### config.mk
export PLATFORM = sky130hd
export DESIGN_NAME = bitband_bridge
export DESIGN_NICKNAME = d
export VERILOG_FILES = /design/src/rtl/bb_pkg.sv /design/src/rtl/bb_addr_map.sv /design/src/rtl/bb_bit_merge.sv /design/src/rtl/bb_ctrl.sv /design/src/rtl/bitband_bridge.sv
export SDC_FILE = /design/constraint.sdc
export NUM_CORES = 1
export LEC_CHECK = 0
export BUFFER_PORTS_ARGS = -buffer_cell sky130_fd_sc_hd__buf_2
export CORE_UTILIZATION = 46
export DETAILED_ROUTE_END_ITERATION = 12
export HOLD_SLACK_MARGIN = 0.12
export PLACE_DENSITY = 0.74
export SYNTH_ARGS = -nofsm -noshare
export SYNTH_HDL_FRONTEND = slang
export SYNTH_HIERARCHICAL = 1
export SYNTH_SLANG_ARGS = --single-unit
### constraint.sdc
create_clock -name clk -period 4.11 [get_ports clk]
set_input_delay 0.822 -clock clk [delete_from_list [all_inputs] [get_ports clk]]
set_output_delay 0.822 -clock clk [all_outputs]
set_load 0.02 [all_outputs]
### src/rtl/bb_pkg.sv
package bb_pkg;

  typedef enum logic [2:0] {
    BB_IDLE   = 3'd0,
    BB_READ   = 3'd1,
    BB_MODIFY = 3'd2,
    BB_WRITE  = 3'd3,
    BB_RESP   = 3'd4
  } bb_state_e;

  localparam logic [1:0] BB_SZ_BAD = 2'd3;

  // Size codes 0..2 are 1, 2 and 4 bytes.
  function automatic logic bb_size_legal(input logic [1:0] sz);
    return (sz != BB_SZ_BAD);
  endfunction

  // Which of the two low address bits survive alignment.
  function automatic logic [1:0] bb_keep_low(input logic [1:0] sz);
    logic [1:0] k;
    case (sz)
      2'd0:    k = 2'b11;
      2'd1:    k = 2'b10;
      default: k = 2'b00;
    endcase
    return k;
  endfunction

  // Bit index mask: 8 * bytes - 1.
  function automatic logic [4:0] bb_bit_mask(input logic [1:0] sz);
    logic [4:0] m;
    case (sz)
      2'd0:    m = 5'h07;
      2'd1:    m = 5'h0F;
      default: m = 5'h1F;
    endcase
    return m;
  endfunction

endpackage

### src/rtl/bb_addr_map.sv
module bb_addr_map
  import bb_pkg::*;
#(
  parameter int              ADDR_W = 32,
  parameter int              OFFS_W = 25,
  parameter int              BIT_W  = 5,
  parameter logic [ADDR_W-1:0] BASE = '0
) (
  input  logic [OFFS_W-1:0] offset,
  input  logic [1:0]        size,
  output logic [ADDR_W-1:0] phys_addr,
  output logic [BIT_W-1:0]  bit_idx
);
  // One alias word (4 bytes) per backing bit, 8 bits per byte: shift by 5.
  localparam int SHIFT = 5;
  localparam int SEL_W = OFFS_W - SHIFT;

  logic [ADDR_W-1:0] sel;
  logic [ADDR_W-1:0] raw;
  logic              unused_lo;

  assign sel       = {{(ADDR_W-SEL_W){1'b0}}, offset[OFFS_W-1:SHIFT]};
  assign raw       = BASE | sel;
  assign phys_addr = {raw[ADDR_W-1:2], raw[1:0] & bb_keep_low(size)};
  assign bit_idx   = offset[BIT_W+1:2] & bb_bit_mask(size);
  assign unused_lo = ^offset[1:0];

endmodule

### src/rtl/bb_bit_merge.sv
module bb_bit_merge #(
  parameter int DATA_W = 32,
  parameter int BIT_W  = 5
) (
  input  logic [DATA_W-1:0] unit_in,
  input  logic [BIT_W-1:0]  idx,
  input  logic              set_val,
  output logic              pick,
  output logic [DATA_W-1:0] merged
);
  assign pick = unit_in[idx];

  for (genvar i = 0; i < DATA_W; i++) begin : g_bit
    assign merged[i] = (BIT_W'(i) == idx) ? set_val : unit_in[i];
  end

endmodule

### src/rtl/bb_ctrl.sv
module bb_ctrl
  import bb_pkg::*;
#(
  parameter int DATA_W = 32
) (
  input  logic              clk,
  input  logic              rst_n,
  input  logic              s_req,
  input  logic              s_we,
  input  logic              size_legal,
  input  logic              m_ready,
  input  logic              m_err,
  input  logic [DATA_W-1:0] m_rdata,
  input  logic [DATA_W-1:0] merged,
  input  logic              pick_bit,
  output bb_state_e         state,
  output logic              accept,
  output logic              rd_done,
  output logic              rd_fault,
  output logic              wr_done,
  output logic              modify_ev,
  output logic [DATA_W-1:0] unit_q,
  output logic              m_req,
  output logic              m_we,
  output logic              s_ready,
  output logic              s_err,
  output logic [DATA_W-1:0] s_rdata
);
  bb_state_e nxt;
  logic      we_q;
  logic      err_q;
  logic      bit_q;

  assign accept    = (state == BB_IDLE) && s_req;
  assign rd_done   = (state == BB_READ) && m_ready;
  assign rd_fault  = rd_done && m_err;
  assign wr_done   = (state == BB_WRITE) && m_ready;
  assign modify_ev = (state == BB_MODIFY);

  always_comb begin
    nxt = state;
    case (state)
      BB_IDLE:   if (accept) nxt = size_legal ? BB_READ : BB_RESP;
      BB_READ:   if (m_ready) nxt = (m_err || !we_q) ? BB_RESP : BB_MODIFY;
      BB_MODIFY: nxt = BB_WRITE;
      BB_WRITE:  if (m_ready) nxt = BB_RESP;
      BB_RESP:   nxt = BB_IDLE;
      default:   nxt = BB_IDLE;
    endcase
  end

  always_ff @(posedge clk or negedge rst_n) begin
    if (!rst_n) begin
      state  <= BB_IDLE;
      we_q   <= 1'b0;
      err_q  <= 1'b0;
      bit_q  <= 1'b0;
      unit_q <= '0;
    end else begin
      state <= nxt;
      if (accept) begin
        we_q  <= s_we;
        err_q <= !size_legal;
        bit_q <= 1'b0;
      end
      if (rd_done) begin
        err_q  <= m_err;
        unit_q <= m_rdata;
        if (!m_err && !we_q) bit_q <= pick_bit;
      end
      if (modify_ev) unit_q <= merged;
      if (wr_done) err_q <= m_err;
    end
  end

  assign m_req   = (state == BB_READ) || (state == BB_WRITE);
  assign m_we    = (state == BB_WRITE);
  assign s_ready = (state == BB_RESP);
  assign s_err   = s_ready && err_q;
  assign s_rdata = {{(DATA_W-1){1'b0}}, bit_q};

endmodule

### src/rtl/bitband_bridge.sv
module bitband_bridge
  import bb_pkg::*;
#(
  parameter int                ADDR_W = 32,
  parameter int                OFFS_W = 25,
  parameter int                DATA_W = 32,
  parameter logic [ADDR_W-1:0] BASE   = 32'h2000_0000
) (
  input  logic              clk,
  input  logic              rst_n,
  input  logic              s_req,
  input  logic              s_we,
  input  logic [1:0]        s_size,
  input  logic [OFFS_W-1:0] s_offset,
  input  logic [DATA_W-1:0] s_wdata,
  output logic              s_ready,
  output logic              s_err,
  output logic [DATA_W-1:0] s_rdata,
  output logic              m_req,
  output logic              m_we,
  output logic [1:0]        m_size,
  output logic [ADDR_W-1:0] m_addr,
  output logic [DATA_W-1:0] m_wdata,
  input  logic              m_ready,
  input  logic              m_err,
  input  logic [DATA_W-1:0] m_rdata
);
  localparam int BIT_W = $clog2(DATA_W);

  bb_state_e         state;
  logic              accept, rd_done, rd_fault, wr_done, modify_ev;
  logic [1:0]        size_q;
  logic [OFFS_W-1:0] off_q;
  logic              wbit_q;
  logic [BIT_W-1:0]  bit_idx;
  logic [DATA_W-1:0] unit_q, unit_src, merged;
  logic              pick_bit;
  logic              size_legal;
  logic              unused_wdata;

  assign size_legal   = bb_size_legal(s_size);
  assign unused_wdata = ^s_wdata[DATA_W-1:1];

  always_ff @(posedge clk or negedge rst_n) begin
    if (!rst_n) begin
      size_q <= '0;
      off_q  <= '0;
      wbit_q <= 1'b0;
    end else if (accept) begin
      size_q <= s_size;
      off_q  <= s_offset;
      wbit_q <= s_wdata[0];
    end
  end

  bb_addr_map #(
    .ADDR_W(ADDR_W), .OFFS_W(OFFS_W), .BIT_W(BIT_W), .BASE(BASE)
  ) u_map (
    .offset   (off_q),
    .size     (size_q),
    .phys_addr(m_addr),
    .bit_idx  (bit_idx)
  );

  assign unit_src = (state == BB_READ) ? m_rdata : unit_q;

  bb_bit_merge #(.DATA_W(DATA_W), .BIT_W(BIT_W)) u_merge (
    .unit_in(unit_src),
    .idx    (bit_idx),
    .set_val(wbit_q),
    .pick   (pick_bit),
    .merged (merged)
  );

  bb_ctrl #(.DATA_W(DATA_W)) u_ctrl (
    .clk       (clk),
    .rst_n     (rst_n),
    .s_req     (s_req),
    .s_we      (s_we),
    .size_legal(size_legal),
    .m_ready   (m_ready),
    .m_err     (m_err),
    .m_rdata   (m_rdata),
    .merged    (merged),
    .pick_bit  (pick_bit),
    .state     (state),
    .accept    (accept),
    .rd_done   (rd_done),
    .rd_fault  (rd_fault),
    .wr_done   (wr_done),
    .modify_ev (modify_ev),
    .unit_q    (unit_q),
    .m_req     (m_req),
    .m_we      (m_we),
    .s_ready   (s_ready),
    .s_err     (s_err),
    .s_rdata   (s_rdata)
  );

  assign m_size  = size_q;
  assign m_wdata = unit_q;

endmodule

==> impl_metrics.py, run 1 <==
metrics = {
    "outcome": {
        "status": "complete, no violations",
    },
    "critical_path": {
        "rr_worst_depth": 9,
        "path_class": "flop to flop",
        "cp.arrival_ns": 3.35,
        "r2r_slack_ns": 0.98,
        "reg2reg_from": "u_ctrl/state[0]",
        "end_kind": "flop",
        "start_kind": "flop",
        "path_max_fanout": 32,
        "r2r_end": "u_ctrl/bit_q",
        "crit_required_ns": 4.33,
    },
    "floorplanning": {
        "io_pins": 199,
        "die_area_um2": 10790,
        "die_w_um": 103.9,
        "core_region_area_um2": 9910,
        "num_rows": 36,
        "die_y_um": 103.9,
        "start_util": 0.4819,
    },
    "layout": {
        "nNetsFinal": 601,
        "drive_gt1_frac": 0.5776,
        "stdcell_count": 642,
        "nFillCells": 910,
        "n_antenna_cell": 0,
        "synthToLayoutAreaGrowth_pct": 10.11,
    },
    "timing": {
        "hold_slack_ns": 0.5058,
        "tightest_slew_ns": 1.074,
        "maxSlewHeadroom": 0.2821,
        "period_share": 0.7611,
        "hold_violations": 0,
        "setup_viol": 0,
        "fin_ws_ns": 0.9819,
        "skew_ns": 0.009255,
        "min_period_ns": 3.128,
        "tns_ns": 0,
        "fmax_mhz": 319.7,
        "drv_slew": 0,
        "rsz0062_at_grt": "false",
    },
    "route": {
        "drt_wl_total_um": 10160,
        "viasPerCell": 5.086,
        "routedWlPerCell_um": 15.83,
        "first_iter_violations": 99,
        "drc": 0,
        "vias": 3265,
        "ant_nets": 0,
        "dr.pass1.iters": 4,
    },
    "clocking": {
        "cts_hold_buf": 0,
        "cts_tree": "done",
        "clkTransAtPathRegs_ns": 0.07,
        "root_buffer": "clkbuf_8",
        "post_cts_buffers": 0,
        "numCtsBuffers": 9,
        "clockBufferDepth": 2,
        "h-tree-depth": 3,
        "cts_num_sinks": 64,
        "ctsResizeCount": 0,
        "clk_latency_ns": 0.34,
    },
    "run": {
        "max_cap_viol_count": 0,
    },
    "yosys": {
        "synthCells": 417,
        "syn_area_per_cell_um2": 11.45,
        "syn-cell-area_um2": 4776,
        "synth.yosys.warnings": 6,
    },
    "placement": {
        "dp_worst_setup_slack_ns": 0.9971,
        "hpwlAfterDp_um": 7357,
        "portBuffers": 122,
        "dpl.cell_count": 626,
        "gp_congestion": 0.8307,
    },
    "pwr": {
        "max-vdd-ir-drop_uv": 601.7,
        "seqPwrFrac": 0.281,
        "p_switching_w": 0.001980,
        "clkPwrFrac": 0.120,
        "cellPowerDensity_nw_per_um2": 873.2,
        "netSwitchingFraction": 0.4311,
        "leakage_nw": 2.343,
        "power_frac_comb": 0.599,
        "internal_power_w": 0.002612,
    },
    "grt": {
        "antenna_found_initial": 0,
        "first_global_vias": 3373,
        "grt_usage": 0.1944,
        "grt_max_degree": 48,
        "grt_pass1_wl_um": 16840,
        "grt_overflow": 0,
    },
    "min_path": {
        "whs_path_depth": 1,
        "holdCritStartpoint": "off_q[15]",
        "whs_endpoint": "off_q[15]",
        "hold_class": "flop to flop",
    },
}
==> metrics by stage <==
step,instance area (um^2),util,power [W]
2_1_floorplan,4926,-,0.003620
3_3_place_gp,5061,0.5107,0.003975
3_5_place_dp,5061,0.5107,0.004058
4_1_cts,5259,0.5307,0.004643
5_1_grt,5259,0.5307,0.004901
6_report,5259,0.5307,0.004592
==> layout make-up <==
| type | instances | area (um^2) | area share |
|---|---|---|---|
| multi-input combinational | 302 | 2649 | 0.5037 |
| sequential | 64 | 1602 | 0.3045 |
| timing repair buffer | 126 | 640.6 | 0.1218 |
| tap | 133 | 166.4 | 0.03164 |
| clock buffer | 11 | 141.4 | 0.02689 |
| clock inverter | 5 | 56.30 | 0.01071 |
| inverter | 1 | 3.754 | 0.0007138 |
==> power by group through the flow <==
stage	combinational, W	sequential [W]	clock (W)
after global placement	0.00270	0.00127	0
after floorplan	0.00226	0.00136	0
final	0.00275	0.00129	0.000553
after detailed placement	0.00275	0.00131	0
after global routing	0.00294	0.00136	0.000603
after CTS	0.00277	0.00130	0.000576
==> cells in the final DEF (no fill, tap or decap), drive strengths merged <==
master and n:
nand3b 2, clkinvlp 1, mux2i 11, a21oi 3, a221oi 1, and2b 2, nor2 23, o221ai 2
dfrtp 64, mux2 156, o21a 2, nor4 1, o21ai 3, or4b 1, nor4b 1, clkinv 3
and3 1, conb 43, clkbuf 11, bufinv 1, nor3b 4, buf 126, o22ai 2, nand3 6
a32oi 1, mux4 4, a211oi 1, and2 3, inv 1, or2 1, nand2 20, nor2b 5
nand2b 3
==> state kept, by name, summed over array words and instances, names as in the netlist <==
name           flops
u_ctrl/unit_q     32
off_q             23
u_ctrl/state       3
m_size             2
u_ctrl/bit_q       1
u_ctrl/err_q       1
u_ctrl/we_q        1
wbit_q             1
==> worst max-delay path, cell delays in order, from the launching register on <==
cell and delay [ns]:
dfrtp_1 0.61, nor3b_4 0.24, buf_4 0.40, mux2_1 0.41
mux4_2 0.47, nor2b_4 0.14, a211oi_2 0.21, a32oi_1 0.08
o21a_1 0.15, mux2_2 0.26
==> how the worst max path moves through the flow <==
stage                               to  depth (start not counted)            start
after detailed placement  u_ctrl/bit_q                          9  u_ctrl/state[0]
after CTS                 u_ctrl/bit_q                          9  u_ctrl/state[0]
after global placement    u_ctrl/bit_q                          9  u_ctrl/state[0]
after floorplan           u_ctrl/bit_q                          9  u_ctrl/state[1]
after global routing      u_ctrl/bit_q                          9  u_ctrl/state[0]
final                     u_ctrl/bit_q                          9  u_ctrl/state[0]
==> metal layers <==
metal,track usage,up-vias,routed length (um)
li1,-,1542,-
met1,0.2342,1579,4317
met2,0.3367,132,5022
met3,0.05639,12,671
met4,0.05510,0,148
met5,0,-,0
No activity file was read; power rests on OpenSTA's default activity.
==> inputs of run 2 (changes only) <==
Settings changed: CORE_UTILIZATION 46 to 45, PLACE_DENSITY 0.74 to 0.75.
Clock period 4.11 ns to 2.8 ns, I/O delays scaled along.
==> run 2 against run 1 <==
Utilization is 0.89 points lower. Via count grew 0.49%. Global-route usage increased by 0.23 points. Clock-buffer cell count is the same. Cell count rose by 2.2%. Maximum frequency increased by 16%. Critical path depth unchanged. Power up 52%. Sequential power rose by 42%. Clock skew up 0.0059 ns. Routed wire length grew 0.98%.
==> impl_metrics.py, run 2 (same netlist as run 1, synthesis figures left out) <==
metrics = {
    "pwr": {
        "max-vdd-ir-drop_uv": 645.1,
        "power_frac_comb": 0.608,
        "clkPwrFrac": 0.130,
        "internal_power_w": 0.004045,
        "leakage_nw": 2.412,
        "seqPwrFrac": 0.262,
        "cellPowerDensity_nw_per_um2": 1297,
        "netSwitchingFraction": 0.4208,
        "p_switching_w": 0.002939,
        "total_power_w": 0.006984,
    },
    "layout": {
        "drive_gt1_frac": 0.5865,
        "synthToLayoutAreaGrowth_pct": 12.79,
        "n_antenna_cell": 0,
        "largest_reg_flops": 32,
        "top_register": "u_ctrl/unit_q",
        "stdcell_count": 656,
        "utilization": 0.5218,
        "nNetsFinal": 612,
        "layout_commonest_cell": "mux2_2",
        "mostFrequentLayoutCells": "mux2_2, buf_2, dfrtp_1",
        "reg_top3": "u_ctrl/unit_q (32), off_q (23), u_ctrl/state (3)",
    },
    "grt": {
        "grt_max_degree": 65,
        "first_global_vias": 3519,
        "grt_overflow": 0,
        "grt_usage": 0.1968,
        "grt_pass1_wl_um": 17310,
        "antenna_found_initial": 1,
    },
    "timing": {
        "hold_violations": 0,
        "min_period_ns": 2.694,
        "skew_ns": 0.01515,
        "tightest_slew_ns": 0.8850,
        "drv_slew": 0,
        "maxSlewHeadroom": 0.4100,
        "setup_viol": 0,
        "period_share": 0.9622,
        "fmax_mhz": 371.2,
        "fin_ws_ns": 0.1059,
        "tns_ns": 0,
        "rsz0062_at_grt": "false",
    },
    "critical_path": {
        "crit_required_ns": 3.02,
        "start_kind": "flop",
        "path_max_fanout": 32,
        "end_kind": "flop",
        "cp.arrival_ns": 2.92,
        "path_class": "flop to flop",
    },
    "floorplanning": {
        "num_rows": 37,
        "die_y_um": 105.0,
        "die_area_um2": 11030,
        "core_region_area_um2": 10320,
        "die_w_um": 105.0,
        "start_util": 0.4626,
        "io_pins": 199,
    },
    "placement": {
        "hpwlAfterDp_um": 7541,
        "gp_congestion": 0.8354,
        "portBuffers": 122,
        "dpl.cell_count": 640,
        "dp_worst_setup_slack_ns": 0.1197,
    },
    "min_path": {
        "hold_class": "input pin to async pin",
    },
    "clocking": {
        "numCtsBuffers": 9,
        "cts_tree": "done",
        "cts_hold_buf": 0,
        "cts_num_sinks": 64,
        "post_cts_buffers": 0,
        "clk_latency_ns": 0.34,
        "root_buffer": "clkbuf_8",
        "clockBufferDepth": 2,
        "h-tree-depth": 3,
        "ctsResizeCount": 0,
        "clkTransAtPathRegs_ns": 0.08,
    },
    "route": {
        "dr.pass1.iters": 4,
        "vias": 3281,
        "routedWlPerCell_um": 15.64,
        "drc": 0,
        "ant_nets": 0,
        "first_iter_violations": 78,
        "viasPerCell": 5.002,
        "drt_wl_total_um": 10260,
    },
    "outcome": {
        "status": "complete, no violations",
    },
    "run": {
        "max_cap_viol_count": 0,
    },
}
==> run 2: power groups by stage <==
stage / Sequential [W] / Combinational [W] / Clock, W
after global routing: 0.00192 / 0.00458 / 0.000967
after CTS: 0.00185 / 0.00427 / 0.000937
after global placement: 0.00181 / 0.00417 / 0
after detailed placement: 0.00186 / 0.00425 / 0
after floorplan: 0.00200 / 0.00332 / 0
final: 0.00183 / 0.00424 / 0.000910
==> run 2: worst paths after layout <==
path | start | to | slack, ns | depth (start not counted)
max in group asynchronous | rst_n | u_ctrl/unit_q[18] | 2.30 | 2
min | rst_n | u_ctrl/unit_q[1] | 0.24 | 2
max reg2reg | u_ctrl/state[1] | u_ctrl/bit_q | 0.11 | 9
max | u_ctrl/state[1] | u_ctrl/bit_q | 0.11 | 9
min in group clk | s_offset[5] | off_q[5] | 0.45 | 2
min reg2reg | off_q[15] | off_q[15] | 0.51 | 1
==> run 2: per-layer routing <==
layer,wire length (um),GRT usage
met1,4444,0.2369
met2,5068,0.3444
met3,571,0.04492
met4,161,0.06740
met5,13,0
==> run 2: critical path, stage by stage, from the launching register on <==
cell      delay [ns]
dfrtp_1         0.41
nor3b_4         0.24
buf_12          0.23
mux2_2          0.37
mux4_2          0.49
nor2b_4         0.14
a211oi_2        0.18
a32oi_1         0.08
o21a_1          0.16
mux2_2          0.26
==> run 2: final cells by class <==
| cell class | count | area, um^2 |
|---|---|---|
| fill | 951 | 4937 |
| timing repair buffer | 137 | 748.2 |
| inverter | 1 | 3.754 |
| sequential | 64 | 1602 |
| clock buffer | 11 | 141.4 |
| clock inverter | 5 | 80.08 |
| tap | 136 | 170.2 |
| multi-input combinational | 302 | 2641 |
==> run 2: stage by stage <==
stage	area (um^2)	hold slack (ns)
after floorplan	4926	0.2644
after global placement	5165	0.4856
after detailed placement	5165	0.4900
after CTS	5386	0.2385
after global routing	5386	0.2619
final	5386	0.2400
==> inputs of run 3 (changes only) <==
Settings changed: CORE_UTILIZATION 45 to 46, PLACE_DENSITY 0.75 to 0.74.
Clock period 2.8 ns to 3.05 ns, I/O delays scaled along.
==> run 3 against run 2 <==
Critical path depth unchanged. Clock-buffer cell count down 1. Hold slack better by 0.095 ns. Non-clock buffer count down 2. Flip-flop and latch count unchanged. Sequential power down 9%. Sequential share of layout area up 0.069 points. Global-route usage down 0.36 points. Clock skew down 0.0058 ns. Register-to-register slack better by 0.24 ns.
==> impl_metrics.py, run 3 (same netlist as run 1, synthesis figures left out) <==
metrics = {
    "clocking": {
        "clk_latency_ns": 0.34,
        "cts_tree": "done",
        "clockBufferDepth": 2,
        "h-tree-depth": 3,
        "cts_num_sinks": 64,
        "ctsResizeCount": 0,
        "root_buffer": "clkbuf_8",
        "numCtsBuffers": 9,
        "post_cts_buffers": 0,
        "cts_hold_buf": 0,
        "clkTransAtPathRegs_ns": 0.07,
    },
    "floorplanning": {
        "die_y_um": 103.9,
        "die_w_um": 103.9,
        "die_area_um2": 10790,
        "io_pins": 199,
        "core_region_area_um2": 9910,
        "start_util": 0.4819,
        "num_rows": 36,
    },
    "grt": {
        "grt_pass1_wl_um": 16670,
        "first_global_vias": 3411,
        "grt_usage": 0.1931,
        "antenna_found_initial": 1,
        "grt_max_degree": 36,
        "grt_overflow": 0,
    },
    "critical_path": {
        "end_kind": "flop",
        "path_max_fanout": 32,
        "path_class": "flop to flop",
        "cp.arrival_ns": 2.92,
        "crit_required_ns": 3.27,
        "start_kind": "flop",
    },
    "timing": {
        "hold_violations": 0,
        "period_share": 0.8853,
        "fmax_mhz": 370.3,
        "hold_slack_ns": 0.3348,
        "min_period_ns": 2.700,
        "maxSlewHeadroom": 0.4055,
        "drv_slew": 0,
        "setup_viol": 0,
        "tns_ns": 0,
        "tightest_slew_ns": 0.8918,
        "rsz0062_at_grt": "false",
        "skew_ns": 0.009302,
    },
    "pwr": {
        "leakage_nw": 2.402,
        "cellPowerDensity_nw_per_um2": 1184,
        "max-vdd-ir-drop_uv": 581.5,
    },
    "placement": {
        "placed_area_um2": 5141,
        "gp_congestion": 0.8391,
        "portBuffers": 122,
        "hpwlAfterDp_um": 7545,
    },
    "run": {
        "max_cap_viol_count": 0,
    },
    "route": {
        "vias": 3262,
        "drc": 0,
        "ant_nets": 0,
        "dr.pass1.iters": 4,
        "drt_wl_total_um": 10050,
        "first_iter_violations": 64,
        "routedWlPerCell_um": 15.42,
        "viasPerCell": 5.003,
    },
    "layout": {
        "drive_gt1_frac": 0.5869,
        "mostFrequentLayoutCells": "mux2_2, buf_2, dfrtp_1",
        "final_area_um2": 5374,
        "nFillCells": 873,
        "layout_commonest_cell": "mux2_2",
        "top_register": "u_ctrl/unit_q",
        "synthToLayoutAreaGrowth_pct": 12.52,
        "reg_top3": "u_ctrl/unit_q (32), off_q (23), u_ctrl/state (3)",
        "largest_reg_flops": 32,
        "nNetsFinal": 610,
    },
    "outcome": {
        "status": "complete, no violations",
    },
    "min_path": {
        "hold_class": "input pin to async pin",
    },
}
run 3: path summary, 6_finish.rpt:
kind / slack, ns / from / to / cells after the start
worst min-delay path: 0.33 / rst_n / off_q[24] / 1
worst min register to register: 0.50 / off_q[10] / off_q[10] / 1
max in group asynchronous: 1.99 / rst_n / u_ctrl/bit_q / 2
min in group clk: 0.50 / s_offset[15] / off_q[15] / 2
worst max-delay path: 0.35 / u_ctrl/state[1] / u_ctrl/bit_q / 9
worst max register to register: 0.35 / u_ctrl/state[1] / u_ctrl/bit_q / 9
run 3: per-layer routing:
metal / up-vias / global-route usage / wire, um
met2: 136 / 0.3319 / 4856
met3: 13 / 0.04887 / 644
li1: 1563 / - / -
met1: 1550 / 0.2311 / 4373
met5: - / 0 / 0
met4: 0 / 0.07551 / 177
run 3: where the power goes:
part,switching [W],internal (W),leakage (nW)
Clock,0.000353,0.000485,0.109
Combinational,0.00196,0.00191,1.54
Sequential,0.000367,0.00129,0.754
Total,0.00268,0.00369,2.40
run 3: cell type report:
cell class,count,area (um^2),area share
Inverter,1,3.754,0.0006985
Clock inverter,6,92.59,0.01723
Antenna cell,1,2.502,0.0004657
Clock buffer,10,137.6,0.02561
Tap cell,133,166.4,0.03097
Multi-Input combinational cell,302,2649,0.4929
Sequential cell,64,1602,0.2980
Timing Repair Buffer,135,720.7,0.1341
run 3: worst max-delay path, cell delays in order, from the launching register on:
cell,delay [ns]
dfrtp_1,0.41
nor3b_4,0.23
buf_12,0.23
mux2_1,0.39
mux4_2,0.47
nor2b_4,0.14
a211oi_2,0.19
a32oi_1,0.08
o21a_1,0.15
mux2_2,0.27
run 3: through the flow:
step / setup slack (ns) / util / total power (W) / cells
after floorplan: 0.5049 / - / 0.004878 / 457
after global placement: 0.4185 / 0.5188 / 0.005447 / 635
after detailed placement: 0.3738 / 0.5188 / 0.005537 / 635
after CTS: 0.3610 / 0.5420 / 0.006408 / 651
after global routing: 0.2286 / 0.5420 / 0.006779 / 651
final: 0.3498 / 0.5423 / 0.006365 / 652
